--- src/rtl/crc_eng_pkg.sv ---
package crc_eng_pkg;
    localparam int BYTE_W    = 8;
    localparam int NUM_LANES = 4;
    localparam int STATE_W   = BYTE_W * NUM_LANES;
    localparam int NARROW_W  = 16;
    localparam int ADDR_W    = 4;

    localparam logic [ADDR_W-1:0] ADDR_DATA0 = 4'd0;
    localparam logic [ADDR_W-1:0] ADDR_POLY0 = 4'd4;
    localparam logic [ADDR_W-1:0] ADDR_CTRL  = 4'd8;

    localparam logic [STATE_W-1:0] POLY_RST  = 32'h0000_1021;
    localparam logic [STATE_W-1:0] STATE_RST = '1;

    typedef struct packed {
        logic inv_read;
        logic seed_mode;
        logic wide;
    } ctrl_t;

    localparam int CTRL_W = $bits(ctrl_t);

    // Low bit index of lane i (lane 0 is the most significant byte)
    function automatic int lane_lo(input int i);
        return BYTE_W * (NUM_LANES - 1 - i);
    endfunction

    // One byte of MSB-first, non-reflected CRC
    function automatic logic [STATE_W-1:0] step_byte(
        input logic [STATE_W-1:0] cur,
        input logic [STATE_W-1:0] poly,
        input logic [BYTE_W-1:0]  din,
        input logic               wide
    );
        logic [STATE_W-1:0]  acc;
        logic [NARROW_W-1:0] nar;
        acc = cur ^ {din, {(STATE_W-BYTE_W){1'b0}}};
        nar = cur[NARROW_W-1:0] ^ {din, {(NARROW_W-BYTE_W){1'b0}}};
        for (int k = 0; k < BYTE_W; k++) begin
            acc = acc[STATE_W-1]  ? ((acc << 1) ^ poly) : (acc << 1);
            nar = nar[NARROW_W-1] ? ((nar << 1) ^ poly[NARROW_W-1:0]) : (nar << 1);
        end
        return wide ? acc : {cur[STATE_W-1:NARROW_W], nar};
    endfunction
endpackage

--- src/rtl/crc_cfg_regs.sv ---
module crc_cfg_regs
    import crc_eng_pkg::*;
(
    input  logic                clk,
    input  logic                rst,
    input  logic                wr_en,
    input  logic [ADDR_W-1:0]   addr,
    input  logic [BYTE_W-1:0]   wdata,
    output ctrl_t               ctrl,
    output logic [STATE_W-1:0]  poly
);
    ctrl_t ctrl_q;

    always_ff @(posedge clk) begin
        if (rst)
            ctrl_q <= '0;
        else if (wr_en && addr == ADDR_CTRL)
            ctrl_q <= ctrl_t'(wdata[CTRL_W-1:0]);
    end

    for (genvar i = 0; i < NUM_LANES; i++) begin : g_poly
        localparam int LO = lane_lo(i);
        always_ff @(posedge clk) begin
            if (rst)
                poly[LO +: BYTE_W] <= POLY_RST[LO +: BYTE_W];
            else if (wr_en && addr == ADDR_POLY0 + ADDR_W'(i))
                poly[LO +: BYTE_W] <= wdata;
        end
    end

    assign ctrl = ctrl_q;

    a_r1_ctrl_reset: assert property (@(posedge clk) rst |=> (ctrl == '0));
    a_r9_poly_low_write: assert property (@(posedge clk) disable iff (rst)
        (wr_en && addr == ADDR_POLY0 + 4'd3) |=> (poly[BYTE_W-1:0] == $past(wdata)));
endmodule

--- src/rtl/crc_state.sv ---
module crc_state
    import crc_eng_pkg::*;
(
    input  logic                  clk,
    input  logic                  rst,
    input  logic [NUM_LANES-1:0]  lane_we,
    input  logic [BYTE_W-1:0]     wdata,
    input  ctrl_t                 ctrl,
    input  logic [STATE_W-1:0]    poly,
    output logic [STATE_W-1:0]    state
);
    logic advance;
    logic seed_any;

    assign advance  = lane_we[NUM_LANES-1] && !ctrl.seed_mode;
    assign seed_any = (|lane_we) && ctrl.seed_mode;

    always_ff @(posedge clk) begin
        if (rst) begin
            state <= STATE_RST;
        end else if (advance) begin
            state <= step_byte(state, poly, wdata, ctrl.wide);
        end else if (ctrl.seed_mode) begin
            for (int i = 0; i < NUM_LANES; i++)
                if (lane_we[i])
                    state[lane_lo(i) +: BYTE_W] <= wdata;
        end
    end

    a_r5_hold: assert property (@(posedge clk) disable iff (rst)
        (!advance && !seed_any) |=> $stable(state));
    a_r3_seed_low_lane: assert property (@(posedge clk) disable iff (rst)
        (lane_we[NUM_LANES-1] && ctrl.seed_mode) |=> (state[BYTE_W-1:0] == $past(wdata)));
    a_r6_narrow_upper: assert property (@(posedge clk) disable iff (rst)
        (advance && !ctrl.wide) |=> (state[STATE_W-1:NARROW_W] == $past(state[STATE_W-1:NARROW_W])));
endmodule

--- src/rtl/crc_read_mux.sv ---
module crc_read_mux
    import crc_eng_pkg::*;
(
    input  logic [ADDR_W-1:0]   addr,
    input  ctrl_t               ctrl,
    input  logic [STATE_W-1:0]  poly,
    input  logic [STATE_W-1:0]  state,
    output logic [BYTE_W-1:0]   rdata
);
    logic [STATE_W-1:0] view;
    logic [BYTE_W-1:0]  data_lane [NUM_LANES];
    logic [BYTE_W-1:0]  poly_lane [NUM_LANES];

    assign view = ctrl.inv_read ? ~state : state;

    for (genvar i = 0; i < NUM_LANES; i++) begin : g_lane
        localparam int LO = lane_lo(i);
        if (i < NUM_LANES - NARROW_W / BYTE_W) begin : g_upper
            assign data_lane[i] = ctrl.wide ? view[LO +: BYTE_W] : '0;
        end else begin : g_lower
            assign data_lane[i] = view[LO +: BYTE_W];
        end
        assign poly_lane[i] = poly[LO +: BYTE_W];
    end

    always_comb begin
        rdata = '0;
        for (int i = 0; i < NUM_LANES; i++) begin
            if (addr == ADDR_DATA0 + ADDR_W'(i)) rdata = data_lane[i];
            if (addr == ADDR_POLY0 + ADDR_W'(i)) rdata = poly_lane[i];
        end
        if (addr == ADDR_CTRL)
            rdata = {{(BYTE_W-CTRL_W){1'b0}}, ctrl};
    end
endmodule

--- src/rtl/crc_engine.sv ---
module crc_engine
    import crc_eng_pkg::*;
(
    input  logic                clk,
    input  logic                rst,
    input  logic [ADDR_W-1:0]   bus_addr,
    input  logic                bus_wr,
    input  logic [BYTE_W-1:0]   bus_wdata,
    output logic [BYTE_W-1:0]   bus_rdata
);
    ctrl_t                 ctrl;
    logic [STATE_W-1:0]    poly;
    logic [STATE_W-1:0]    state;
    logic [NUM_LANES-1:0]  lane_we;

    for (genvar i = 0; i < NUM_LANES; i++) begin : g_dec
        assign lane_we[i] = bus_wr && (bus_addr == ADDR_DATA0 + ADDR_W'(i));
    end

    crc_cfg_regs u_cfg (
        .clk   (clk),
        .rst   (rst),
        .wr_en (bus_wr),
        .addr  (bus_addr),
        .wdata (bus_wdata),
        .ctrl  (ctrl),
        .poly  (poly)
    );

    crc_state u_state (
        .clk     (clk),
        .rst     (rst),
        .lane_we (lane_we),
        .wdata   (bus_wdata),
        .ctrl    (ctrl),
        .poly    (poly),
        .state   (state)
    );

    crc_read_mux u_rd (
        .addr  (bus_addr),
        .ctrl  (ctrl),
        .poly  (poly),
        .state (state),
        .rdata (bus_rdata)
    );

    a_r2_ctrl_reserved: assert property (@(posedge clk) disable iff (rst)
        (bus_addr == ADDR_CTRL) |-> (bus_rdata[BYTE_W-1:CTRL_W] == '0));
    a_r6_upper_zero: assert property (@(posedge clk) disable iff (rst)
        (!ctrl.wide && bus_addr < 4'd2) |-> (bus_rdata == '0));
    a_r8_inv_read: assert property (@(posedge clk) disable iff (rst)
        (ctrl.inv_read && bus_addr == 4'd3) |-> (bus_rdata == ~state[BYTE_W-1:0]));
endmodule

--- config.mk ---
export PLATFORM = sky130hd
export DESIGN_NAME = crc_engine
export DESIGN_NICKNAME = d
export VERILOG_FILES = /design/src/rtl/crc_eng_pkg.sv /design/src/rtl/crc_cfg_regs.sv /design/src/rtl/crc_state.sv /design/src/rtl/crc_read_mux.sv /design/src/rtl/crc_engine.sv
export SDC_FILE = /design/constraint.sdc
export NUM_CORES = 1
export LEC_CHECK = 0
export BUFFER_PORTS_ARGS = -buffer_cell sky130_fd_sc_hd__buf_2
export CORE_UTILIZATION = 45
export DETAILED_ROUTE_END_ITERATION = 10
export GPL_ROUTABILITY_DRIVEN = 0
export PLACE_DENSITY = 0.64
export SYNTH_ARGS = -nofsm -noshare
export SYNTH_HDL_FRONTEND = slang
export SYNTH_SLANG_ARGS = --single-unit
--- constraint.sdc ---
create_clock -name clk -period 4.4 [get_ports clk]
set_input_delay 0.22 -clock clk [delete_from_list [all_inputs] [get_ports clk]]
set_output_delay 0.22 -clock clk [all_outputs]
set_load 0.01 [all_outputs]
Word-level counts from Yosys, hierarchy flattened
Index checks and enable logic that the tools add are counted.

Register bits after elaboration: 67. Input bits: 15. Output and inout bits: 8. Logic and storage cells: 95.

Equal/unequal tests: 9. Multiplexer cells: 35. Bitwise logic cells: 19. Reductions and logical operators: 21.

Operator list (number): 32-bit two-way mux (12); 32-bit XOR (9); 16-bit XOR (9); 16-bit two-way mux (8); 8-bit two-way mux (15); 32-bit NOT (1); 4-bit by 3-bit equality test with 1-bit output (second input constant) (4); 1-bit logical AND (10); 2-bit nonzero test (5); 4-bit by 2-bit equality test with 1-bit output (second input constant) (2); 3-bit AND reduction (2); 4-bit by 1-bit equality test with 1-bit output (second input constant) (1); 4-bit equality test (second input constant) (1); 4-bit zero test (1); 2-bit AND reduction (2); 2-bit != test (second input constant) (1); 1-bit zero test (1).

Logic depth before layout (Yosys ltp)
Gate-level depths: netlist of run 1.

Depth after elaboration: 19. Mapped depth: 17. Mapped depth without buffers: 13.

Hierarchy
Synthesis of run 1 repeated with hierarchy kept, for this count alone.

Cell total of the unflattened synthesis: 1568. Area total of the unflattened synthesis: 11162.0 um^2.

Modules (own cells, without submodules): crc_state (times used 1, cells each 1275, area each 8598.2 um^2, sequential area each 640.6 um^2); crc_cfg_regs (times used 1, cells each 135, area each 1461.4 um^2, sequential area each 700.7 um^2); crc_read_mux (times used 1, cells each 153, area each 1037.2 um^2, sequential area each 0.0 um^2); crc_engine (times used 1, cells each 5, area each 65.1 um^2, sequential area each 0.0 um^2).

Worst setup path before layout of run 1
Ideal clock, no wire load.

Kind: flip-flop to flip-flop. Start point: register u_state.state[13]. End point: register u_state.state[12]. Library setup time: 0.141 ns. Arrival time: 3.795 ns. Required time: 4.259 ns. Slack: 0.464 ns. Stages on the path, launching flop included: 17. Path buffers: 3. Period minus slack after synthesis: 3.936 ns. Cells stage by stage: dfxtp_1 -> clkbuf_1 -> xnor2_1 -> xnor2_1 -> xnor2_1 -> a2111oi_0 -> a211o_1 -> buf_2 -> mux2i_1 -> nand2_1 -> xor3_1 -> o221a_2 -> xor2_1 -> buf_2 -> a211oi_1 -> a2111oi_0 -> a32oi_1.

Cells in the longest elaborated chain, start to end: 18.

RTL lines: from (decl) (RTL line crc_state.sv:10) `output logic [STATE_W-1:0] state`; from (signal assigned) (RTL line crc_state.sv:22) `state <= step_byte(state, poly, wdata, ctrl.wide);`; from (signal, indexed assignment) (RTL line crc_state.sv:26) `state[lane_lo(i) +: BYTE_W] <= wdata;`; 16-bit XOR (*) (RTL line crc_eng_pkg.sv:38) `nar = cur[NARROW_W-1:0] ^ {din, {(NARROW_W-BYTE_W){1'b0}}};`; 16-bit XOR (RTL line crc_eng_pkg.sv:41) `nar = nar[NARROW_W-1] ? ((nar << 1) ^ poly[NARROW_W-1:0]) : (nar << 1);`; 16-bit two-way mux (*) (RTL line crc_eng_pkg.sv:41); 16-bit XOR (RTL line crc_eng_pkg.sv:41); 16-bit two-way mux (*) (2 in series) (RTL line crc_eng_pkg.sv:41); 16-bit XOR (RTL line crc_eng_pkg.sv:41); 16-bit two-way mux (*) (RTL line crc_eng_pkg.sv:41); 16-bit XOR (RTL line crc_eng_pkg.sv:41); 16-bit two-way mux (*) (RTL line crc_eng_pkg.sv:41); 16-bit XOR (RTL line crc_eng_pkg.sv:41); 16-bit two-way mux (*) (RTL line crc_eng_pkg.sv:41); 16-bit XOR (RTL line crc_eng_pkg.sv:41); 16-bit two-way mux (*) (RTL line crc_eng_pkg.sv:41); 16-bit XOR (RTL line crc_eng_pkg.sv:41); 16-bit two-way mux (*) (RTL line crc_eng_pkg.sv:41); 32-bit two-way mux (*) (RTL line crc_eng_pkg.sv:43) `return wide ? acc : {cur[STATE_W-1:NARROW_W], nar};`; 32-bit two-way mux (*) (RTL line crc_state.sv:21) `end else if (advance) begin`.

Mark *: on every way between the ends. The rest lies on a longest branch, timed or not. The select of a mux whose other input is x is not followed. A chain may end at the register's enable or synchronous reset.

Worst setup path in the final report of run 1
Start point: register u_state.state[15]. End point: register u_state.state[10].

Cells in the longest elaborated chain, start to end: 18.

RTL lines (RTL line): 16-bit XOR (*) (crc_eng_pkg.sv:38); 16-bit two-way mux (*) (crc_eng_pkg.sv:41); 16-bit XOR (crc_eng_pkg.sv:41); 16-bit two-way mux (*) (crc_eng_pkg.sv:41); 16-bit XOR (crc_eng_pkg.sv:41); 16-bit two-way mux (*) (crc_eng_pkg.sv:41); 16-bit XOR (crc_eng_pkg.sv:41); 16-bit two-way mux (*) (crc_eng_pkg.sv:41); [... 2 more ...]; 16-bit XOR (crc_eng_pkg.sv:41); 16-bit two-way mux (*) (crc_eng_pkg.sv:41); 16-bit XOR (crc_eng_pkg.sv:41); 16-bit two-way mux (*) (crc_eng_pkg.sv:41); 16-bit XOR (crc_eng_pkg.sv:41); 16-bit two-way mux (*) (crc_eng_pkg.sv:41); 32-bit two-way mux (*) (crc_eng_pkg.sv:43); 32-bit two-way mux (*) (crc_state.sv:21).

Marked as above.

==> results of run 1 <==
[path summary, 6_finish.rpt]
path                startpoint                end  slack, ps  cells after the start
max          u_state.state[15]  u_state.state[10]        170                     14
min               bus_wdata[3]      u_cfg.poly[3]        290                      3
max reg2reg  u_state.state[15]  u_state.state[10]        170                     14
min reg2reg      u_cfg.poly[4]      u_cfg.poly[4]        490                      2
[cell usage after synthesis (6+ instances only)]
library cell / instances / area share (%)
a221oi_1: 6 / 0.52
a31oi_1: 10 / 0.61
xor2_1: 48 / 4.1
nand3_1: 68 / 3.3
clkbuf_1: 104 / 3.8
nor2_1: 73 / 2.7
o211ai_1: 10 / 0.74
a32oi_1: 12 / 1.0
mux2i_1: 8 / 0.79
nor3_1: 27 / 1.3
nand2_1: 346 / 13
o21ai_1: 9 / 0.44
and3_1: 43 / 2.6
dfxtp_1: 67 / 13
inv_1: 11 / 0.40
and2_1: 15 / 0.92
buf_1: 26 / 0.96
a211o_1: 10 / 0.86
nand4_1: 9 / 0.55
xnor2_1: 298 / 26
o21a_1: 16 / 1.2
buf_2: 12 / 0.59
o21ai_0: 47 / 2.3
a2111oi_0: 11 / 0.94
a21oi_1: 83 / 4.1
a211oi_1: 34 / 2.5
[flip-flops by register name, indices dropped and copies added, names as in the netlist]
name           flops
u_cfg.ctrl         3
u_cfg.poly        32
u_state.state     32
[cells by family (layout without fill, tap and decap cells)]
group	after synthesis	after routing	share of synthesized area, %
XOR/XNOR	357	357	32.0
AO/OA/AOI/OAI	314	314	21.1
AND/OR/NAND/NOR	611	612	26.2
flip-flops	67	67	13.1
multiplexers	12	12	1.30
buffers and inverters	160	142	6.29
[through the flow]
step | area [um2] | setup WS, ps | hold WS (ps) | power, W
final | 11200 | 173 | 289 | 0.00225
after global placement | 10800 | 46.6 | 474 | 0.00145
after floorplan | 10200 | 464 | 496 | 0.00124
after global routing | 11200 | -38.1 | 268 | 0.00234
after CTS | 11100 | 58.8 | 269 | 0.00223
after detailed placement | 10800 | -73.7 | 486 | 0.00146
[where the power goes]
part	switching (W)	total [W]	internal, W	leakage (nW)
combinational	0.000495	0.000843	0.000348	3.01
sequential	0.0000193	0.000633	0.000614	0.542
clock	0.000323	0.000778	0.000455	0.148
total	0.000837	0.00225	0.00142	3.70
[layout by cell type (no fill, tap or decap), drive strengths merged, types with 18 or more instances in the layout]
cell / netlist / final
a211oi: 35 / 35
xnor2: 302 / 302
nor3: 27 / 27
a21oi: 83 / 83
o21ai: 56 / 56
xor2: 49 / 49
nor2: 73 / 73
nand2: 346 / 346
dfxtp: 67 / 67
and2: 18 / 18
buf: 43 / 113
and3: 43 / 43
nand3: 68 / 68
[layout make-up]
| type | instances | share of cell area [%] |
|---|---|---|
| Clock buffer | 10 | 2.13 |
| Multi-Input combinational cell | 1295 | 74.4 |
| Inverter | 13 | 0.436 |
| Timing Repair Buffer | 113 | 7.31 |
| Tap cell | 280 | 3.13 |
| Sequential cell | 67 | 12.0 |
| Clock inverter | 6 | 0.581 |
[layer usage]
layer	global-route usage (%)	wire length [um]	vias to the layer above
met5	0	0	-
met4	16.2	2020	0
met3	4.92	3400	125
met2	48.7	16200	633
met1	41.9	15600	5142
li1	-	-	5142
[worst max-delay path, delay by kind of cell, from the launching register on]
kind | cells | cell delay, ps
AOI/OAI and AO/OA | 7 | 1990
and+or+nand+nor | 1 | 120
buffers and inverters | 2 | 430
muxes | 1 | 310
DFF | 1 | 360
xor gates and xnor gates | 3 | 860
[repair_timing]
item | 4_1_cts | 5_1_grt
resized for setup | 1 | 15
pin swaps | 1 | 2
endpoints found under the setup margin | 3 | 24
cloned | 0 | 1
setup buffers | 2 | 3
==> results.md, run 1 <==
Outcome:
- The run finished with clean final reports.

Clocking:
- The clock passes through at most 2 buffers.
- The total number of clock tree sinks is 67.
- The number of clock buffers inserted by TritonCTS is 9.
- The H-tree was split into 3 levels.
- The cts-stage hold buffer count is 0.
- The master cell of the clock root buffer is clkbuf_16.
- The clock latency of the later-clocked register in the worst-skew pair is between 300 and 400 ps.
- The clock tree from TritonCTS is done.
- The CTS clock-pin slew for the worst setup and hold paths is 70 ps.

Worst setup path:
- The element type at the critical path end is a flop.
- In this run the worst path has a maximum fanout of 31.
- The delay of the slowest cell on the worst path is 640 ps.
- The required time at the endpoint of the critical path is 4600 ps.
- Data on the critical path arrives at its endpoint at between 4000 and 5000 ps.
- The worst setup path is launched from a flop.
- The critical path's most frequent cell is a2111oi_0.
- The slowest stage of the critical path belongs to the cell a2111oi_0.
- Traced cell by cell, the critical path runs through xnor2_2 -> buf_4 -> o21ai_1 -> a2111oi_0 -> a211o_1 -> mux2i_1 -> nand2_1 -> xor3_1 -> o221a_2 -> xor2_2 -> buf_12 -> a211oi_1 -> a2111oi_0 -> a32oi_1.
- The critical path is of the reg -> reg type.

Floorplan:
- The die covers 23300 um2.
- The area of the core is 22000 um2.
- The width of the die is approximately 150 um.
- The row count is 54.
- The number of top-level pins is 23.
- The initial utilization of the core area, before any placement, comes to a little under half.
- The floorplan die height is ~150 um.

GRT:
- After global routing the overflow that remains totals 0.
- The global-route usage over all layers is 31.4%.
- The initial antenna violation count is 0.
- The first-pass GRT wire length is between 50000 and 60000 um.
- Entering global routing, the biggest net connects 41 pins.
- The number of global-route vias before repair is 9964.

Layout:
- The number of fillers in the final layout is approximately 2300.
- The layout cell share with drive strength beyond 1 is 11.0%.
- Relative to the synthesized area, the layout overhead comes to 9.75%.
- Measured on the finished design, the core utilization comes to 50.8%.
- Registers take 1340 um2.
- The number of inserted diodes is 0.
- The finished layout holds 1784 standard cells, fillers aside.
- In the final layout, the multi-input gates occupy 8330 um2.
- After the last flow step, the layout net total stands at 1514.

Routing:
- The number of DRC violations after detailed routing is 0.
- The total iterations of the first detailed-routing run is 8.
- The total wire length is 37200 um.
- The via density per instance is 6.19.
- In this run, the number of DRC markers left after iteration 0 of detailed routing was 1222.
- The average routed wire per standard cell is 20.8 um.
- The final antenna-violating net count is 0.
- The routed layout has 11000 vias.

Placement:
- After legalization and detailed placement, the total HPWL measured 25500 um.
- The number of instances in the placed design is around 1800.
- The count of input and output buffers is 22.

STA:
- The final-report setup violation count is 0.
- The highest attainable clock frequency is approximately 240 MHz.
- The share of the clock period used by the worst path after layout is 96.1%.
- The number of failing hold endpoints at the final stage is 0.
- The final-layout setup total negative slack is 0 ps.
- On the final layout, the worst clock skew is 11.5 ps.
- For the pin with the worst max-slew slack, the measured transition is 989 ps.
- Measured against its own limit, the worst slew margin works out to 33.5%.
- The final critical-path required period is 4230 ps.
- The total count of max-transition violations in the final report came to 0.

Logic synthesis:
- The sequential cell area fraction in the yosys report is between 10% and 20%.
- The gate count of the mapped netlist is between 1500 and 2000.
- The mean instance size in the synthesized netlist is roughly 6.7 um2.
- In this run, synthesis inferred 0 flip-flops with an integrated enable.
- The share of flip-flops with an asynchronous set or reset after synthesis is 0%.
- During synthesis, Yosys emitted a total of 0 warnings.
- The dominant synthesized flop cell is dfxtp_1.
- The mapped netlist covers between 10000 and 15000 um2.
- The unique cell type count in the Yosys netlist is 73.
- The number of flip-flops and latches in the synthesized netlist is 67.
- The number of nets in the synthesized netlist is 1536.

Run:
- Across the run, the number of max-cap violations was 0.

Pwr:
- The power density over the cells is 201 nW/um2.
- The leakage power total is ~3.7 nW.
- Across the VDD grid, the largest voltage drop is 0.000152 V.

Min path:
- The worst hold path belongs to the class in -> reg.
Note: power is estimated with default switching activity, not from simulation.
==> run 2, diff against run 1 <==
--- a/config.mk
+++ b/config.mk
@@ -6,10 +6,10 @@
 export NUM_CORES = 1
 export LEC_CHECK = 0
 export BUFFER_PORTS_ARGS = -buffer_cell sky130_fd_sc_hd__buf_2
-export CORE_UTILIZATION = 45
+export CORE_UTILIZATION = 25
 export DETAILED_ROUTE_END_ITERATION = 10
 export GPL_ROUTABILITY_DRIVEN = 0
-export PLACE_DENSITY = 0.64
+export PLACE_DENSITY = 0.42
 export SYNTH_ARGS = -nofsm -noshare
 export SYNTH_HDL_FRONTEND = slang
 export SYNTH_SLANG_ARGS = --single-unit
==> results.md, run 2 (synthesized netlist as in run 1, its figures left out) <==
Placement:
- The number of instances in the placed design is 2020 (was 1762).
- The count of input and output buffers is 22 (unchanged).
- The placed wire-length estimate after detailed placement came to 29900 um (was 25500 um).

Clocking:
- The CTS clock-pin slew for the worst setup and hold paths came to 60 ps (was 70 ps).
- The total number of clock tree sinks is 67 (unchanged).
- The buffer depth of the longest clock path is 2 (unchanged).
- The clock tree from TritonCTS is done (unchanged).
- The number of clock buffers inserted by TritonCTS is 9 (unchanged).
- The depth of the CTS H-tree is 3 (unchanged).
- The master cell of the clock root buffer is clkbuf_16 (unchanged).
- The clock latency of the later-clocked register in the worst-skew pair is 350 ps (about the same).
- The cts-stage hold buffer count is 0 (unchanged).

Routing:
- The final antenna-violating net count came to 0 (unchanged).
- The total vias in the final route is 10600 (was 11000).
- The average routed wire per standard cell is 20.9 um (was 20.8 um).
- The number of DRC violations after detailed routing is 0 (unchanged).
- The total iterations of the first detailed-routing run is 5 (was 8).
- The total wire length is 42700 um (was 37200 um).
- The count of routing violations after the opening detailed-route iteration is 935 (was 1222).
- The via density per instance is 5.18 (was 6.19).

STA:
- The final-report setup violation count was 0 (unchanged).
- The actual slew at the worst max-slew pin came to 1040 ps (was 989 ps).
- The total count of max-transition violations in the final report came to 0 (unchanged).
- Setup repair after global routing could not meet its margin everywhere.
- The normalized max-slew margin was 31.0% (was 33.5%).
- The maximum clock skew at final layout was 10.5 ps (was 11.5 ps).
- The number of failing hold endpoints at the final stage came to 0 (unchanged).
- The highest attainable clock frequency is 241 MHz (was 237 MHz).
- The share of the clock period used by the worst path after layout is 94.4% (was 96.1%).
- The final critical-path required period is 4150 ps (was 4230 ps).

Floorplan:
- The number of top-level pins is 23 (unchanged).
- The full die area is 41600 um2 (was 23300 um2).
- The floorplan die height is 204 um (was 153 um).
- The width of the die is 204 um (was 153 um).
- The row count is 73 (was 54).
- The area of the core is 40000 um2 (was 22000 um2).
- The starting density of the core came to 25.5% (was 46.3%).

GRT:
- The number of global-route vias before repair came to 9989 (was 9964).
- The first-pass GRT wire length is 64700 um (was 58000 um).
- The initial antenna violation count is 1 (was 0).
- The largest net degree at the start of global routing was 47 (was 41).
- The global-route usage over all layers is 20.4% (was 31.4%).
- The total grt overflow came to 0 (unchanged).

Layout:
- The count of placed standard cells in the final layout, fillers left out was 2038 (was 1784).
- The area growth from synthesis to final layout is 13.9% (was 9.75%).
- Highest-count cells in the layout ignoring fill and taps: nand2_1 (346), xnor2_1 (293), buf_4 (97), a21oi_1 (83), nor2_1 (72) (was nand2_1 (346), xnor2_1 (293), buf_4 (89), a21oi_1 (83), nor2_1 (72)).
- The total number of nets in the final design is 1523 (was 1514).
- The number of inserted diodes is 0 (unchanged).
- The layout cell share with drive strength beyond 1 came to 11.8% (was 11.0%).
- The core occupancy in the finished layout came to 29.0% (was 50.8%).
- The most common cell after layout, fill and taps aside is nand2_1 (unchanged).

Worst setup path:
- The arrival time at the worst endpoint came to 4360 ps (was 4420 ps).
- The element type at the critical path end was a flop (unchanged).
- The launch instance of the worst register-to-register path is u_state.state[31] (was u_state.state[15]).
- The startpoint type of the worst setup path is a flop (unchanged).
- The largest fanout of any net on the critical path came to 13 (was 31).
- The depth of the most critical reg-to-reg path came to 16 (was 14).
- The reg2reg setup slack came to 250 ps (was 170 ps).
- The critical path start-end classification is reg -> reg (unchanged).
- The reg-to-reg critical path endpoint was u_state.state[17] (was u_state.state[10]).
- The required time at the endpoint of the critical path is 4610 ps (was 4600 ps).

Pwr:
- The part of the total power dissipated in the clock network came to 33.1% (was 34.5%).
- The leakage power total is 3.75 nW (was 3.70 nW).
- The maximum resistive drop on vdd is 0.000176 V (was 0.000152 V).
- The power share of the combinational group is 38.8% (was 37.4%).
- The power density over the cells is 195 nW/um2 (was 201 nW/um2).
- The net switching fraction of the power is 36.8% (was 37.1%).
- The switching power of the nets is 0.000833 W (was 0.000837 W).
- The total internal power is 0.00143 W (was 0.00142 W).
- The proportion of power drawn by flip-flops and latches came to 28.1% (about the same).

Min path:
- The worst hold-check path type is in -> reg (unchanged).
- The number of cells on the worst hold path is 3 (unchanged).
- The origin of the worst min-delay path is bus_wdata[3] (unchanged).
- The worst hold endpoint is u_cfg.poly[3] (unchanged).

Outcome:
- Result of the run: complete, no violations (unchanged).

Run:
- The count of max-cap constraint violations came to 0 (unchanged).
run 2: power by group through the flow:
stage               logic (W)  registers (W)  clock network (W)
floorplan            0.000605       0.000632                  0
global placement     0.000859       0.000649                  0
detailed placement   0.000859       0.000648                  0
CTS                  0.000864       0.000635           0.000763
global route         0.000948       0.000636           0.000787
finish               0.000877       0.000636           0.000750
run 2: how the worst max path moves through the flow:
stage | slack [ps] | cells after the start | start | end
after global routing | -1 | 15 | u_state.state[29] | u_state.state[15]
after global placement | 80 | 16 | bus_wdata[7] | u_state.state[8]
final | 250 | 16 | u_state.state[31] | u_state.state[17]
after floorplan | 460 | 16 | u_state.state[13] | u_state.state[12]
after CTS | 160 | 15 | u_state.state[13] | u_state.state[8]
after detailed placement | 10 | 16 | bus_wdata[7] | u_state.state[8]
run 2: through the flow:
step	TNS (ps)	total power, W	instance area [um2]	setup WS, ps	hold WS (ps)
after global routing	-0.988	0.00237	11600	-0.988	282
after global placement	0	0.00151	11200	76.7	532
after floorplan	0	0.00124	10200	464	496
final	0	0.00226	11600	246	271
after detailed placement	0	0.00151	11200	14.4	531
after CTS	0	0.00226	11500	156	261
run 2: cell type report:
type	instances	area, um2
fillers	4470	28400
clock inverters	2	35.0
multi-input cells	1294	8360
well taps	525	657
inverters	13	48.8
flip-flops and latches	67	1340
clock buffers	14	254
repair buffers	123	918
run 2: layer usage:
| metal | part of all wire, % | up-vias | track usage, % |
|---|---|---|---|
| met3 | 5.2 | 40 | 2.46 |
| met1 | 46 | 5004 | 27.9 |
| li1 | - | 5150 | - |
| met2 | 47 | 358 | 34.2 |
| met5 | 0.026 | - | 0 |
| met4 | 1.6 | 2 | 4.26 |
run 2: critical path: stages (launching register included):
cell and delay [ps]:
dfxtp_1 370, buf_4 170, xnor2_1 260, buf_4 240, nor2_1 50, a221oi_1 390
xnor2_2 190, nand2_1 90, xnor3_1 430, xnor2_1 400, and4_4 430, or2_2 230
buf_4 200, nand2_1 80, xnor2_1 250, xnor2_1 150, o21ai_0 80
run 2: timing repair:
action	CTS	global route
resized for setup	0	23
endpoints found under the setup margin	0	22
setup buffers	0	2
==> run 3, diff against run 2 <==
--- a/config.mk
+++ b/config.mk
@@ -5,6 +5,7 @@
 export SDC_FILE = /design/constraint.sdc
 export NUM_CORES = 1
 export LEC_CHECK = 0
+export ABC_AREA = 1
 export BUFFER_PORTS_ARGS = -buffer_cell sky130_fd_sc_hd__buf_2
 export CORE_UTILIZATION = 25
 export DETAILED_ROUTE_END_ITERATION = 10
==> results.md, run 3 <==
Outcome:
- Result of the run: complete, no violations (unchanged).

GRT:
- The global routing usage on met3 is 2.23% (was 2.46%).
- The total grt overflow is 0 (unchanged).
- The met2 demand-to-capacity share in global routing is 35.5% (was 34.2%).
- The global-route layer with the greatest usage is met2 (unchanged).
- The met1 demand-to-capacity share in global routing came to 29.2% (was 27.9%).
- The initial antenna violation count is 0 (was 1).
- The global-route usage over all layers is 21.4% (was 20.4%).
- The largest net degree at the start of global routing is 48 (was 47).
- The first-pass GRT wire length is 67000 um (was 64700 um).
- The number of global-route vias before repair came to 10500 (was 9989).

Clocking:
- The CTS clock-pin slew for the worst setup and hold paths is 60 ps (about the same).
- The total number of clock tree sinks came to 67 (unchanged).
- The clock tree from TritonCTS is done (unchanged).
- The cts-stage hold buffer count is 0 (unchanged).
- The number of clock buffers inserted by TritonCTS is 9 (unchanged).
- The clock latency of the later-clocked register in the worst-skew pair came to 360 ps (was 350 ps).
- The master cell of the clock root buffer is clkbuf_16 (unchanged).
- The depth of the CTS H-tree was 3 (unchanged).
- The buffer depth of the longest clock path is 2 (unchanged).

Logic synthesis:
- The largest family of logic cells by synthesized area is simple AND/OR/NAND/NOR gates (was XOR/XNOR gates).
- The area fraction in and, or, nand and nor cells after synthesis is 38.6% (was 26.2%).
- The top cell type by total area after synthesis is nand2_1 (was xnor2_1).
- The most frequently used cell type in the post-synthesis netlist is nand2_1 (unchanged).
- The synthesized netlist net count is 1801 (was 1536).
- The dominant synthesized flop cell is dfxtp_1 (unchanged).
- The area share of the largest cell type after synthesis was 23.5% (was 25.6%).
- Top cells by area in the synthesized netlist: nand2_1 (23%), dfxtp_1 (13%), xnor2_1 (12%) (was xnor2_1 (26%), dfxtp_1 (13%), nand2_1 (13%)).
- The total number of yosys warnings was 0 (unchanged).
- The share of the synthesized netlist area taken by xor and xnor gates is 23.7% (was 32.0%).
- Post-synth top cells: nand2_1 (640), nand3_1 (162), inv_1 (143) (was nand2_1 (346), xnor2_1 (298), clkbuf_1 (104)).
- The number of flops mapped to enable cells by yosys is 0 (unchanged).
- The share of cell area taken by muxes after synthesis is 0% (was 1.30%).
- The synthesized cell area is 10200 um2 (about the same).
- The number of flip-flops and latches in the synthesized netlist is 67 (unchanged).
- The mean instance size in the synthesized netlist is 5.73 um2 (was 6.71 um2).
- The sequential cell area fraction in the yosys report is 13.1% (about the same).
- The gate count of the mapped netlist is 1786 (was 1521).
- The synthesized-area fraction occupied by ao, oa, aoi and oai cells is 12.7% (was 21.1%).
- The share of flip-flops with an asynchronous set or reset after synthesis is 0% (unchanged).
- The adder and majority cell fraction of the synthesized area was 0% (unchanged).
- The unique cell type count in the Yosys netlist is 42 (was 73).

STA:
- The final-layout setup total negative slack is 0 ps (unchanged).
- The least setup slack across all paths after layout came to 446 ps (was 246 ps).
- The final-report setup violation count came to 0 (unchanged).
- The normalized max-slew margin is 22.9% (was 31.0%).
- The number of failing hold endpoints at the final stage is 0 (unchanged).
- The share of the clock period used by the worst path after layout is 89.9% (was 94.4%).
- The maximum clock skew at final layout is 5.67 ps (was 10.5 ps).
- The actual slew at the worst max-slew pin is 1150 ps (was 1040 ps).
- The total count of max-transition violations in the final report is 0 (unchanged).
- RSZ-0062 raised after global routing: false (was true).
- The final critical-path required period is 3950 ps (was 4150 ps).
- The highest attainable clock frequency is 253 MHz (was 241 MHz).

Pwr:
- The part of the total power dissipated in the clock network is 32.1% (was 33.1%).
- The leakage power total is 4.61 nW (was 3.75 nW).
- The proportion of power drawn by flip-flops and latches is 26.5% (was 28.1%).
- The power density over the cells is 218 nW/um2 (was 195 nW/um2).
- The total internal power is 0.00139 W (was 0.00143 W).
- The power share of the combinational group came to 41.4% (was 38.8%).
- The switching power of the nets is 0.00102 W (was 0.000833 W).
- The net switching fraction of the power is 42.3% (was 36.8%).
- The maximum resistive drop on vdd is 0.000183 V (was 0.000176 V).
- The total power consumption of the routed design is 0.00242 W (was 0.00226 W).

Routing:
- The total iterations of the first detailed-routing run is 6 (was 5).
- The via density per instance is 4.88 (was 5.18).
- The total wire length came to 44400 um (was 42700 um).
- The count of routing violations after the opening detailed-route iteration is 814 (was 935).
- The final antenna-violating net count is 0 (unchanged).
- The total vias in the final route is 11100 (was 10600).
- The average routed wire per standard cell is 19.5 um (was 20.9 um).
- The number of DRC violations after detailed routing is 0 (unchanged).

Worst setup path:
- The worst setup path startpoint is u_state.state[31] (unchanged).
- The reg2reg setup slack was 450 ps (was 250 ps).
- The startpoint type of the worst setup path is a flop (unchanged).
- The depth of the most critical reg-to-reg path came to 29 (was 16).
- The critical path start-end classification is reg -> reg (unchanged).
- The required time at the endpoint of the critical path is 4650 ps (was 4610 ps).
- The reg-to-reg critical path endpoint is u_state.state[5] (was u_state.state[17]).
- The delay of the slowest cell on the worst path is 430 ps (about the same).
- The total stage count of the critical path is 29 (was 16).
- The highest-delay cell along the critical path is dfxtp_1 (was xnor3_1).
- The buffers plus inverters on the worst setup path was 3 (unchanged).
- The critical path's most frequent cell was nand2_1 (was xnor2_1).
- The gate family responsible for the most delay along the worst path was simple AND/OR/NAND/NOR gates (was XOR/XNOR gates).
- The critical path capture point is u_state.state[5] (was u_state.state[17]).
- The largest fanout of any net on the critical path is 21 (was 13).
- The arrival time at the worst endpoint is 4200 ps (was 4360 ps).
- The launch instance of the worst register-to-register path was u_state.state[31] (unchanged).
- The element type at the critical path end was a flop (unchanged).

Layout:
- Highest-count cells in the layout ignoring fill and taps: nand2_1 (640), nand3_1 (162), inv_1 (142), xnor2_1 (140), xor2_1 (135) (was nand2_1 (346), xnor2_1 (293), buf_4 (97), a21oi_1 (83), nor2_1 (72)).
- The total number of nets in the final design is 1764 (was 1523).
- The post-layout instance area was 11100 um2 (was 11600 um2).
- The most common cell after layout, fill and taps aside is nand2_1 (unchanged).
- The number of inserted diodes came to 0 (unchanged).
- The area growth from synthesis to final layout is 8.38% (was 13.9%).
- The layout cell share with drive strength beyond 1 is 7.98% (was 11.8%).

Floorplan:
- The number of top-level pins is 23 (unchanged).
- The row count is 73 (unchanged).
- The starting density of the core is 25.6% (was 25.5%).
- The floorplan die height is 204 um (about the same).
- The full die area is 41700 um2 (was 41600 um2).
- The area of the core came to 40000 um2 (unchanged).
- The width of the die was 204 um (about the same).

Min path:
- The worst hold-check path type is in -> reg (unchanged).

Placement:
- The area of placed instances is 10800 um2 (was 11200 um2).
- The placed wire-length estimate after detailed placement is 33200 um (was 29900 um).
- The pre-CTS setup slack is 440 ps (was 14.4 ps).
- The count of input and output buffers is 22 (unchanged).

Run:
- The count of max-cap constraint violations is 0 (unchanged).
run 3: cell count changes in the layout (fill, tap and decap cells not counted), moves of 30 or more:
cell / change
a211oi_1: -31
and3_1: -43
buf_4: -42
inv_1: +131
nand2_1: +294
nand3_1: +94
o21ai_0: +30
xnor2_1: -153
xor2_1: +89
run 3: how the worst min path moves through the flow:
stage,start,end,slack [ps],depth (start not counted)
detailed placement,u_cfg.ctrl[1],u_cfg.ctrl[1],550,2
finish,bus_wdata[6],u_cfg.poly[22],230,3
global placement,u_cfg.ctrl[1],u_cfg.ctrl[1],550,2
CTS,bus_wdata[6],u_cfg.poly[22],230,3
global route,bus_wdata[6],u_cfg.poly[22],240,3
floorplan,bus_wdata[4],u_cfg.poly[12],350,2
run 3: final cells by class:
class / count / area, um2
inverter: 154 / 586
tap: 525 / 657
sequential: 67 / 1340
multi-input combinational: 1440 / 7680
clock buffer: 9 / 225
fill: 4594 / 28900
clock inverter: 7 / 76.3
timing repair buffer: 77 / 523
run 3: metrics by stage:
| stage | hold slack [ps] | utilization, % | cells |
|---|---|---|---|
| 2_1_floorplan | 346 | - | 1786 |
| 3_3_place_gp | 545 | 26.9 | 2263 |
| 3_5_place_dp | 547 | 26.9 | 2263 |
| 4_1_cts | 233 | 27.7 | 2279 |
| 5_1_grt | 244 | 27.7 | 2279 |
| 6_report | 232 | 27.7 | 2279 |
run 3: what timing repair did:
action / in CTS / in global routing
buffers inserted: 0 / 0
setup endpoints to repair: 0 / 1
gates resized for setup: 0 / 1
run 3: layer usage:
| layer | part of all wire, % | routed length (um) |
|---|---|---|
| met1 | 46 | 20600 |
| met2 | 46 | 20400 |
| met3 | 5.5 | 2460 |
| met4 | 2.2 | 955 |
| met5 | 0 | 0 |
run 3: worst reg2reg max path: cells and delay by family (launching register included):
kind                   cells  cell delay (ps)
flip-flops                 1              430
AND/OR/NAND/NOR           26             2860
buffers and inverters      3              560
run 3: logic make-up (layout without fill, tap and decap cells):
kind of cell              Yosys count  in the layout
AOI/OAI and AO/OA                 226            226
xor gates and xnor gates          276            276
buffers and inverters             279            247
DFF                                67             67
and+or+nand+nor                   938            938
run 3: power groups by stage:
stage | clock (W) | combinational [W] | sequential, W
final | 0.000775 | 0.00100 | 0.000641
after global routing | 0.000810 | 0.00110 | 0.000642
after CTS | 0.000783 | 0.000998 | 0.000640
after detailed placement | 0 | 0.000993 | 0.000654
after global placement | 0 | 0.000990 | 0.000654
after floorplan | 0 | 0.000758 | 0.000637
